==> src/rtl/bpu_pkg.sv <==
package bpu_pkg;
    typedef enum logic [1:0] {
        ST_UNINIT = 2'd0,
        ST_CLEAR  = 2'd1,
        ST_READY  = 2'd2
    } bpu_state_e;
endpackage

==> src/rtl/bpu_pargen.sv <==
module bpu_pargen #(
    parameter int DATA_W = 32
) (
    input  logic [DATA_W-1:0]   data,
    output logic [DATA_W/8-1:0] par
);
    localparam int NB = DATA_W / 8;

    // one even parity bit per byte lane
    for (genvar k = 0; k < NB; k++) begin : g_lane
        assign par[k] = ^data[8*k +: 8];
    end
endmodule

==> src/rtl/bpu_store.sv <==
module bpu_store #(
    parameter int DATA_W = 32,
    parameter int ADDR_W = 5
) (
    input  logic                clk,
    input  logic                rst_n,
    input  logic                we,
    input  logic [ADDR_W-1:0]   waddr,
    input  logic [DATA_W-1:0]   wdata,
    input  logic [DATA_W/8-1:0] wpar,
    input  logic                re,
    input  logic [ADDR_W-1:0]   raddr,
    output logic [DATA_W-1:0]   q_data,
    output logic [DATA_W/8-1:0] q_par
);
    localparam int NB    = DATA_W / 8;
    localparam int DEPTH = 1 << ADDR_W;
    localparam int WW    = DATA_W + NB;

    logic [WW-1:0] mem [DEPTH];

    always_ff @(posedge clk) begin
        if (we) begin
            mem[waddr] <= {wpar, wdata};
        end
    end

    always_ff @(posedge clk) begin
        if (!rst_n) begin
            q_data <= '0;
            q_par  <= '0;
        end else if (re) begin
            {q_par, q_data} <= mem[raddr];
        end
    end
endmodule

==> src/rtl/bpu_seq.sv <==
module bpu_seq
    import bpu_pkg::*;
#(
    parameter int ADDR_W = 5
) (
    input  logic              clk,
    input  logic              rst_n,
    input  logic              init_start,
    output logic              clearing,
    output logic [ADDR_W-1:0] clr_addr,
    output logic              init_done
);
    bpu_state_e        state, nxt;
    logic [ADDR_W-1:0] cnt;
    logic              last;

    assign last = &cnt;

    // state register and sweep counter
    always_ff @(posedge clk) begin
        if (!rst_n) begin
            state <= ST_UNINIT;
            cnt   <= '0;
        end else begin
            state <= nxt;
            if (state == ST_CLEAR) begin
                cnt <= cnt + 1'b1;
            end else begin
                cnt <= '0;
            end
        end
    end

    // transitions: START, FINISH, RESTART
    always_comb begin
        nxt = state;
        unique case (state)
            ST_UNINIT: if (init_start) nxt = ST_CLEAR;
            ST_CLEAR:  if (last)       nxt = ST_READY;
            ST_READY:  if (init_start) nxt = ST_CLEAR;
            default:                   nxt = ST_UNINIT;
        endcase
    end

    // outputs
    always_comb begin
        clearing  = 1'b0;
        init_done = 1'b0;
        clr_addr  = cnt;
        unique case (state)
            ST_UNINIT: ;
            ST_CLEAR:  clearing  = 1'b1;
            ST_READY:  init_done = 1'b1;
            default:   ;
        endcase
    end
endmodule

==> src/rtl/byte_parity_unit.sv <==
module byte_parity_unit #(
    parameter int DATA_W = 32,
    parameter int ADDR_W = 5
) (
    input  logic                clk,
    input  logic                rst_n,
    input  logic                ext_par_mode,
    input  logic                pipe_mode,
    input  logic                init_start,
    output logic                init_done,
    input  logic                req_valid,
    input  logic                req_write,
    input  logic [ADDR_W-1:0]   req_addr,
    input  logic [DATA_W-1:0]   wr_data,
    input  logic [DATA_W/8-1:0] wr_par,
    output logic                rd_valid,
    output logic [DATA_W-1:0]   rd_data,
    output logic [DATA_W/8-1:0] rd_par,
    output logic                rd_par_oe,
    output logic                par_err_n
);
    localparam int NB = DATA_W / 8;

    logic              clearing;
    logic [ADDR_W-1:0] clr_addr;
    logic              accept, mem_we, mem_re;
    logic [ADDR_W-1:0] mem_waddr;
    logic [DATA_W-1:0] mem_wdata, q_data, s2_data, o_data;
    logic [NB-1:0]     mem_wpar, q_par, s2_par, o_par, wr_gen, o_gen;
    logic              s1_v, s2_v, o_v;
    logic              werr1, werr2, rerr_q;

    bpu_seq #(.ADDR_W(ADDR_W)) u_seq (
        .clk        (clk),
        .rst_n      (rst_n),
        .init_start (init_start),
        .clearing   (clearing),
        .clr_addr   (clr_addr),
        .init_done  (init_done)
    );

    bpu_pargen #(.DATA_W(DATA_W)) u_wgen (
        .data (wr_data),
        .par  (wr_gen)
    );

    // requests are dropped while the sweep runs
    assign accept    = req_valid & ~clearing;
    assign mem_we    = clearing | (accept & req_write);
    assign mem_re    = accept & ~req_write;
    assign mem_waddr = clearing ? clr_addr : req_addr;
    assign mem_wdata = clearing ? '0 : wr_data;
    assign mem_wpar  = clearing ? '0 : (ext_par_mode ? wr_par : wr_gen);

    bpu_store #(.DATA_W(DATA_W), .ADDR_W(ADDR_W)) u_store (
        .clk    (clk),
        .rst_n  (rst_n),
        .we     (mem_we),
        .waddr  (mem_waddr),
        .wdata  (mem_wdata),
        .wpar   (mem_wpar),
        .re     (mem_re),
        .raddr  (req_addr),
        .q_data (q_data),
        .q_par  (q_par)
    );

    always_ff @(posedge clk) begin
        if (!rst_n) begin
            s1_v    <= 1'b0;
            s2_v    <= 1'b0;
            s2_data <= '0;
            s2_par  <= '0;
            werr1   <= 1'b0;
            werr2   <= 1'b0;
            rerr_q  <= 1'b0;
        end else begin
            s1_v    <= mem_re;
            s2_v    <= s1_v;
            s2_data <= q_data;
            s2_par  <= q_par;
            werr1   <= accept & req_write & ext_par_mode & (wr_gen != wr_par);
            werr2   <= werr1;
            rerr_q  <= o_v & (o_gen != o_par);
        end
    end

    // output stage: flow-through takes the array register, pipelined one more
    assign o_v    = pipe_mode ? s2_v    : s1_v;
    assign o_data = pipe_mode ? s2_data : q_data;
    assign o_par  = pipe_mode ? s2_par  : q_par;

    bpu_pargen #(.DATA_W(DATA_W)) u_rgen (
        .data (o_data),
        .par  (o_gen)
    );

    assign rd_valid  = o_v;
    assign rd_data   = o_data;
    assign rd_par_oe = ext_par_mode & o_v;
    assign rd_par    = rd_par_oe ? o_par : '0;
    assign par_err_n = ~((pipe_mode ? werr2 : werr1) | rerr_q);
endmodule

==> config.mk <==
export PLATFORM = sky130hd
export DESIGN_NAME = byte_parity_unit
export DESIGN_NICKNAME = d
export VERILOG_FILES = /design/src/rtl/bpu_pkg.sv /design/src/rtl/bpu_pargen.sv /design/src/rtl/bpu_store.sv /design/src/rtl/bpu_seq.sv /design/src/rtl/byte_parity_unit.sv
export SDC_FILE = /design/constraint.sdc
export NUM_CORES = 1
export LEC_CHECK = 0
export BUFFER_PORTS_ARGS = -buffer_cell sky130_fd_sc_hd__buf_4
export CAP_MARGIN = 5
export CORE_UTILIZATION = 60
export DETAILED_ROUTE_END_ITERATION = 10
export PLACE_DENSITY = 0.77
export SETUP_SLACK_MARGIN = 0.02
export SLEW_MARGIN = 10
export SYNTH_ARGS = -nofsm -noshare
export SYNTH_HDL_FRONTEND = slang
export SYNTH_SLANG_ARGS = --single-unit
==> constraint.sdc <==
create_clock -name clk -period 3.8 [get_ports clk]
set_input_delay 0.57 -clock clk [delete_from_list [all_inputs] [get_ports clk]]
set_output_delay 0.57 -clock clk [all_outputs]
set_load 0.01 [all_outputs]
== Yosys cells after proc, flatten, opt, wreduce, memory -nomap -nowiden ==
Memory sizes are Yosys's and may differ from the RTL's. A register that Yosys moved wholly into a read port is not among the register bits.
Index checks and enable logic that the tools add are counted.
Widths: inputs -> output; s select.
Cells by class
  $add $sub $neg: 1
  equal/unequal tests: 6
  mux-type cells: 16
  bitwise logic cells: 12
  reductions and logical operators: 14
Operator list (count)
  $mux 32: 2
  $reduce_xor 8->1: 8
  $mux 4: 4
  $ne 4x4->1: 2
  $and 1x1->1: 7
  $mux 1: 6
  $add 5x1->5 const B: 1
  $mux 5: 1
  $reduce_and 5->1: 1
  $mux 2: 2
  $ne 2x1->1 const B: 2
  $pmux 2 s2: 1
  $reduce_and 2->1: 2
  $not 1->1: 3
  $eq 2x1->1 const B: 1
  $eq 2x2->1 const B: 1
  $logic_not 2->1: 1
  $or 1x1->1: 2
  $reduce_or 2->1: 1
  $logic_not 1->1: 1
Word-level totals
  register bits: 48
  memory bits (writable): 1152
  input port bits: 48
  output and inout port bits: 40
  logic and storage cells: 59
  memories kept: 1
Memories
  u_store.mem: words 32, width 36, read ports 1, clocked after Yosys merged registers in 1, write ports 1, line bpu_store.sv:20  | logic [WW-1:0] mem [DEPTH];

== Longest topological paths before layout ==
Gate-level depths: netlist of the first run.
  depth in word-level cells: 8
  depth in mapped cells: 9
  depth with buffers taken out: 5

== By module ==
Synthesis of the first run repeated with hierarchy kept, for this count alone.
Second synthesis, totals
  cells, all modules: 2795
  area total of the unflattened synthesis: 48622.9 µm²
By module, submodules not included
  bpu_store: times used 1, cells each 2511, area each 45807.7 µm², sequential area each 35313.9 µm²
  byte_parity_unit: times used 1, cells each 200, area each 2021.9 µm², sequential area each 820.8 µm²
  bpu_pargen: times used 2, cells each 28, area each 245.2 µm², sequential area each 0.0 µm²
  bpu_seq: times used 1, cells each 28, area each 302.8 µm², sequential area each 140.1 µm²

== Worst setup path before layout of the first run ==
No wires, ideal clock.
  path kind: input to register
  start point: input port req_addr[1]
  end point: memory u_store.mem[13][0] (netlist bit), enable pin
  setup time: 0.429 ns
  data arrival time: 2.974 ns
  data required time: 3.371 ns
  slack: 0.397 ns
  stages: 6
  path buffers: 3
  cells stage by stage: buf_4 > buf_4 > buf_4 > mux2i_1 > nand2_1 > nor2_1
Between the ends
  word-level cells in the longest chain between the ends: 1
RTL lines
  start, declared: line byte_parity_unit.sv:13  | input logic [ADDR_W-1:0] req_addr,
  $mux 5: line byte_parity_unit.sv:51  | assign mem_waddr = clearing ? clr_addr : req_addr;
  end, declared: line bpu_store.sv:20
No other way between the ends.

== Worst setup path after layout of the first run ==
  start point: register u_seq.state[0]
  end point: memory u_store.mem[25][28] (netlist bit), enable pin
Between the ends
  word-level cells in the longest chain between the ends: 8
  elaborated cells between the ends (all ways): 9
  those cells by class: 1 x eq/ne; 4 x mux; 4 x bitwise
RTL lines
  start, declared: line bpu_seq.sv:13  | bpu_state_e state, nxt;
  start signal, assigned: line bpu_seq.sv:25  | state <= nxt;
  $eq 2x1->1 (*): line bpu_seq.sv:50  | unique case (state)
  $mux 1 (*): line bpu_seq.sv:50
  $not 1->1: line byte_parity_unit.sv:48  | assign accept = req_valid & ~clearing;
  $and 1x1->1: line byte_parity_unit.sv:48
  $and 1x1->1: line byte_parity_unit.sv:49  | assign mem_we = clearing | (accept & req_write);
  $or 1x1->1: line byte_parity_unit.sv:49
  $mux 1: line bpu_store.sv:23  | if (we) begin
  $mux 1 (not written as such): line bpu_store.sv:24  | mem[waddr] <= {wpar, wdata};
Every way passes the cells marked *; elsewhere a longest branch is shown, timed or not.

==> out/results.ini, run 1 <==
[layout]
syn_to_final_growth_pct = 12.6
layout-drive-gt1-share_pct = 14.0
multi_input_area_um2 = 11800
fill_cells = 5013
fin_nets = 2993
seqCellArea_um2 = 36300

[grt]
overflow = 0
track_usage_pct = 29.8
grt_pass1_vias = 26416
antenna_found_initial = 4
grt_max_degree = 89
grt_pass1_wl_mm = 177

[place]
place_congestion = 0.840
hpwl_mm = 67.2
io_buffers = 87

[synthesis]
ys_types = 38
yosys_register_bits = 1236
yosysWarnings = 0
synth_edf_count = 1152
synthesis.area_um2 = 48700
synth.area.top_cells = edfxtp_1 71%, mux2i_1 12%, a22oi_1 4.5%, dfxtp_1 3.5%, a21oi_1 1.5%
yosysSeqAreaShare_pct = 74.4
synth_commonest_cells = 1,152 x edfxtp_1, 594 x mux2i_1, 289 x a22oi_1
synth_top_area_share_pct = 71.0
synthArstFlopShare_pct = 0
syn_avg_cell_area_um2 = 17.4
synthesis.nets = 2847
syn_inst = 2797
synth.most_common_cell = edfxtp_1
yosysTopAreaCell = edfxtp_1
synth_flop_cell = edfxtp_1

[worst_setup_path]
path_class = reg2reg
worstRegToRegCells = 8
crit_start = u_seq.state[0]$_SDFFE_PN0P_
critical_path.endpoint = u_store.mem[25][28]$_DFFE_PP_
path_max_fanout = 15
r2r-start = u_seq.state[0]$_SDFFE_PN0P_
worst_setup_path_end_kind = flip-flop
cp_data_arrival_time_ns = 3.56
critPathLaunchType = flip-flop
worst_r2r_endpoint = u_store.mem[25][28]$_DFFE_PP_
required_ns = 4.19
timing.reg2reg.setup_slack_ns = 0.62

[die]
start_util_pct = 60.6
core.rowCount = 104
die_area_um2 = 82400
core_area_um2 = 80400
die_width_um = 287
die_h_um = 287
io-pin-count = 88

[clock_network]
htree_levels = 3
cts_tree = built
cts_buffers = 117
cts_resized = 0
clockRootBuffer = clkbuf_16
cts_sinks = 1236
cts.clk_slew.worst_paths_ns = 0.06
worstSkewPairLatency_ns = 0.70
cts_buffer_depth = 3
postCtsHoldBufs = 0
cts_setup_buffers = 0

[timing]
hold_viol = 0
min_period_ns = 3.18
fmax_mhz = 315
setup_violations = 0
maxSlewHeadroom_pct = 19.8
tightest_slew_ns = 1.20
rsz0062_at_grt = no
finalMaxSlewViolations = 0
fin_crit_sh_pct = 83.6
hold_ws_ns = 0.279
finalSetupTns_ns = 0
skew_ns = 0.0235

[hold_path]
hold_path.class = in2reg

[pwr]
p_comb_share_pct = 7.0
clockPowerShare_pct = 39.3
ir_drop_uv = 406
power_leakage_nw = 19.4
power.internal_mw = 22.2
p_per_area_nw_per_um2 = 519
p_sw_mw = 6.31
p_seq_share_pct = 53.7
p_sw_share_pct = 22.1

[detailed_routing]
vias = 27117
initialDrtViolationCount = 3475
drcViolationCount = 0
dr.pass1.iters = 6
vias_per_cell = 6.61
wl_per_cell_um = 30.0
drt.antenna.violating_nets = 0
routed_wirelength_mm = 123

[status]
outcome = completed

[job]
drv_cap = 0

[cell type report]
| type | count | share of cell area [%] |
|---|---|---|
| repair buffers | 196 | 3.35 |
| flip-flops and latches | 1236 | 66.1 |
| inverters | 4 | 0.0274 |
| clock buffers | 170 | 5.90 |
| diodes | 2 | 0.00912 |
| clock inverters | 49 | 0.809 |
| well taps | 1060 | 2.42 |
| multi-input cells | 1388 | 21.4 |
[per-layer routing]
metal | up-vias | part of all wire, % | global-route usage, %
li1 | 11426 | - | -
met1 | 13682 | 38 | 41.6
met2 | 1750 | 46 | 46.3
met3 | 257 | 12 | 6.75
met4 | 2 | 3.5 | 10.8
met5 | - | 0.0073 | 0
[cell families after synthesis]
| group | synth area share [%] |
|---|---|
| DFF | 74.4 |
| muxes | 13.0 |
| AOI/OAI and AO/OA | 6.74 |
| and+or+nand+nor | 2.31 |
| buffers and inverters | 2.04 |
| xor gates and xnor gates | 1.48 |
| adders and majority gates | 0.0513 |
[power groups by stage]
stage / Combinational (mW) / Clock, mW / Sequential (mW)
final: 1.99 / 11.2 / 15.3
after detailed placement: 1.95 / 0 / 15.6
after global routing: 2.09 / 11.8 / 15.3
after global placement: 1.89 / 0 / 15.6
after floorplan: 1.21 / 0 / 15.6
after CTS: 1.96 / 11.3 / 15.3
[state kept, by name (all words and copies together), names as in the netlist]
register	count
werr1	1
werr2	1
u_store.q_data	32
u_store.q_par	4
u_seq.clr_addr	5
s2_par	4
s1_v	1
s2_v	1
s2_data	32
u_seq.state	2
u_store.mem	1152
rerr_q	1
[critical path: stages (launching register included)]
cell,delay (ns)
dfxtp_1,0.39
nor2b_2,0.38
buf_4,0.25
nand2_1,0.07
o21ai_0,0.14
nand2_1,0.34
buf_4,0.29
nor2_4,0.73
buf_12,0.25
[per-stage QoR]
step / setup WS (ns) / instance area [µm²] / total power, mW / utilization [%] / instances
floorplan: 0.397 / 48700 / 16.8 / - / 2797
global placement: 0.598 / 51200 / 17.5 / 63.7 / 3884
detailed placement: 0.524 / 51200 / 17.5 / 63.7 / 3884
CTS: 0.652 / 54900 / 28.5 / 68.3 / 4103
global route: 0.550 / 54900 / 29.2 / 68.3 / 4103
finish: 0.623 / 54900 / 28.5 / 68.3 / 4105
[worst min path at each step]
stage / from / cells past startpoint / endpoint / slack [ns]
global route: wr_par[2] / 3 / werr1$_SDFF_PN0_ / 0.28
global placement: s1_v$_SDFF_PN0_ / 1 / s2_v$_SDFF_PN0_ / 0.44
detailed placement: s1_v$_SDFF_PN0_ / 1 / s2_v$_SDFF_PN0_ / 0.46
floorplan: werr1$_SDFF_PN0_ / 1 / werr2$_SDFF_PN0_ / 0.42
finish: wr_par[3] / 3 / werr1$_SDFF_PN0_ / 0.28
CTS: wr_par[3] / 3 / werr1$_SDFF_PN0_ / 0.26
[layout by cell type (no fill, tap or decap), drive strengths merged, types with 2 or more instances in the layout]
cell type and instances:
o21ai 5, xnor2 37, ha 2, a22o 36, clkinv 36, buf 196
inv 10, mux2 33, nor4 36, xor2 25, edfxtp 1152, nor2 44
nand3 5, nor2b 6, nand2b 3, clkbuf 170, diode 2, nand2 31
mux2i 594, nand3b 4, a22oi 289, dfxtp 84, bufinv 6, a41oi 2
a21oi 144, xnor3 8, and2 72, o22ai 2, and3 4
No activity file was read; power rests on OpenSTA's default activity.
==> inputs of run 2 (changes only) <==
- CORE_UTILIZATION: 60 -> 56
- PLACE_DENSITY: 0.77 -> 0.75
- clock period: 3.8 -> 2.8 ns (I/O delays scaled with it)
==> run 2 against run 1 <==
Sequential share of layout area shrank 1.5 points. Combinational power grew 46%. Global-route usage shrank 0.92 points. Clock skew grew 0.0018 ns. Utilization shrank 2.7 points. Clock power grew 46%. Total power grew 40%. Cell count grew 3.8%. Largest power group unchanged.
==> out/results.ini, run 2 (synthesis gave the netlist of run 1 again) <==
[timing]
fin_ws_ns = 0.158
rsz0062_at_grt = no
skew_ns = 0.0253
fmax_mhz = 379
finalMaxSlewViolations = 0
maxSlewHeadroom_pct = 26.0
min_period_ns = 2.64
fin_crit_sh_pct = 94.3
setup_violations = 0
tightest_slew_ns = 1.11
hold_viol = 0

[layout]
largest_register_ffs = 1152
fin_nets = 3068
top_register = u_store.mem
syn_to_final_growth_pct = 15.3
fin_util_pct = 65.6
top_regs = u_store.mem x1152, s2_data x32, u_store.q_data x32
mostFrequentLayoutCell = edfxtp_1
diodes = 0
layout-drive-gt1-share_pct = 16.4
final_cell_mix = 1,152 x edfxtp_1, 594 x mux2i_1, 289 x a22oi_1

[detailed_routing]
initialDrtViolationCount = 3313
routed_wirelength_mm = 129
wl_per_cell_um = 30.2
drt.antenna.violating_nets = 0
dr.pass1.iters = 6
vias = 27544
drcViolationCount = 0
vias_per_cell = 6.46

[grt]
grt_max_degree = 77
grt_pass1_wl_mm = 185
track_usage_pct = 28.9
grt_pass1_vias = 27329
overflow = 0
antenna_found_initial = 1

[clock_network]
worstSkewPairLatency_ns = 0.70
cts_tree = built
cts_sinks = 1236
cts_setup_buffers = 0
cts_buffers = 117
htree_levels = 3
cts_buffer_depth = 3
cts.clk_slew.worst_paths_ns = 0.06
clockRootBuffer = clkbuf_16

[worst_setup_path]
worst_r2r_endpoint = u_store.mem[2][18]$_DFFE_PP_
crit_chain = nor2b_2 > buf_4 > mux2i_1 > nand2_1 > nor2_4 > buf_4
critical_path.endpoint = u_store.mem[2][18]$_DFFE_PP_
worst_setup_path_end_kind = flip-flop
crit_top_cell = buf_4
crit_slowest_cell = dfxtp_1
r2r-start = u_seq.state[0]$_SDFFE_PN0P_
path_class = reg2reg
crit_start = u_seq.state[0]$_SDFFE_PN0P_
critPathMaxStageDelay_ns = 0.41
timing.reg2reg.setup_slack_ns = 0.16
worstRegToRegCells = 6
path_max_fanout = 17
critPathLaunchType = flip-flop
cp_data_arrival_time_ns = 2.98
worst-path-stages = 6
crit_family = simple AND/OR/NAND/NOR gates
required_ns = 3.14
cp_num_buf_inv = 2

[place]
io_buffers = 87
hpwl_mm = 72.2
dp_slack_ns = 0.120
place_congestion = 0.850

[job]
drv_cap = 0

[pwr]
ir_drop_uv = 540
power_leakage_nw = 20.0
p_sw_mw = 8.73
p_per_area_nw_per_um2 = 711
p_sw_share_pct = 21.9
p_seq_share_pct = 52.0
power.internal_mw = 31.2
clockPowerShare_pct = 40.8
p_comb_share_pct = 7.3
finalPower_mw = 39.9

[die]
core.rowCount = 107
core_area_um2 = 85700
start_util_pct = 56.9
die_width_um = 297
die_area_um2 = 88200
die_h_um = 297
io-pin-count = 88

[hold_path]
hold_path.class = in2reg

[status]
outcome = completed

run 2: repair_timing:
| action | 4_1_cts | 5_1_grt |
|---|---|---|
| endpoints found under the hold margin | 0 | 0 |
| setup endpoints to repair | 0 | 32 |
| hold buffers | 0 | 0 |
| gates resized for setup | 0 | 1 |
run 2: per-layer routing:
| metal | GRT usage (%) | wire length, µm | up-vias |
|---|---|---|---|
| li1 | - | - | 11548 |
| met1 | 39.2 | 49300 | 13946 |
| met2 | 45.8 | 60800 | 1727 |
| met3 | 6.02 | 13300 | 323 |
| met4 | 11.7 | 5380 | 0 |
| met5 | 0 | 0 | - |
run 2: final cells by class:
| type | count | area (µm²) |
|---|---|---|
| flip-flops and latches | 1236 | 36300 |
| fillers | 5679 | 29500 |
| multi-input cells | 1388 | 11800 |
| clock buffers | 144 | 3080 |
| repair buffers | 271 | 2760 |
| well taps | 1144 | 1430 |
| clock inverters | 75 | 878 |
| inverters | 4 | 15.0 |
run 2: power by group through the flow:
| stage | Clock [mW] | Sequential (mW) | Combinational (mW) |
|---|---|---|---|
| floorplan | 0 | 21.1 | 1.64 |
| global placement | 0 | 21.1 | 2.76 |
| detailed placement | 0 | 21.1 | 2.83 |
| CTS | 16.4 | 20.7 | 2.85 |
| global route | 17.1 | 20.7 | 3.03 |
| finish | 16.3 | 20.7 | 2.90 |
run 2: worst min path at each step:
stage,end,start,slack (ns),cells past startpoint
after global routing,u_store.mem[17][21]$_DFFE_PP_,wr_data[21],0.18,2
final,u_store.mem[17][21]$_DFFE_PP_,wr_data[21],0.18,2
after detailed placement,werr2$_SDFF_PN0_,werr1$_SDFF_PN0_,0.44,1
after global placement,s2_v$_SDFF_PN0_,s1_v$_SDFF_PN0_,0.44,1
after floorplan,werr2$_SDFF_PN0_,werr1$_SDFF_PN0_,0.42,1
after CTS,s2_par[2]$_SDFF_PN0_,rst_n,0.14,2
run 2: worst register-to-register path, cell delays in order, from the launching register on:
cell and delay [ns]:
dfxtp_1 0.41, nor2b_2 0.32, buf_4 0.22, mux2i_1 0.41, nand2_1 0.36, nor2_4 0.21
buf_4 0.37
run 2: stage by stage:
stage          instance area [µm²]  cells  TNS, ns  hold WS (ns)
2_1_floorplan                48700   2797  -499.48         0.421
3_3_place_gp                 52200   4043        0         0.436
3_5_place_dp                 52200   4043        0         0.443
4_1_cts                      56200   4262        0         0.144
5_1_grt                      56200   4262        0         0.180
6_report                     56200   4262        0         0.180
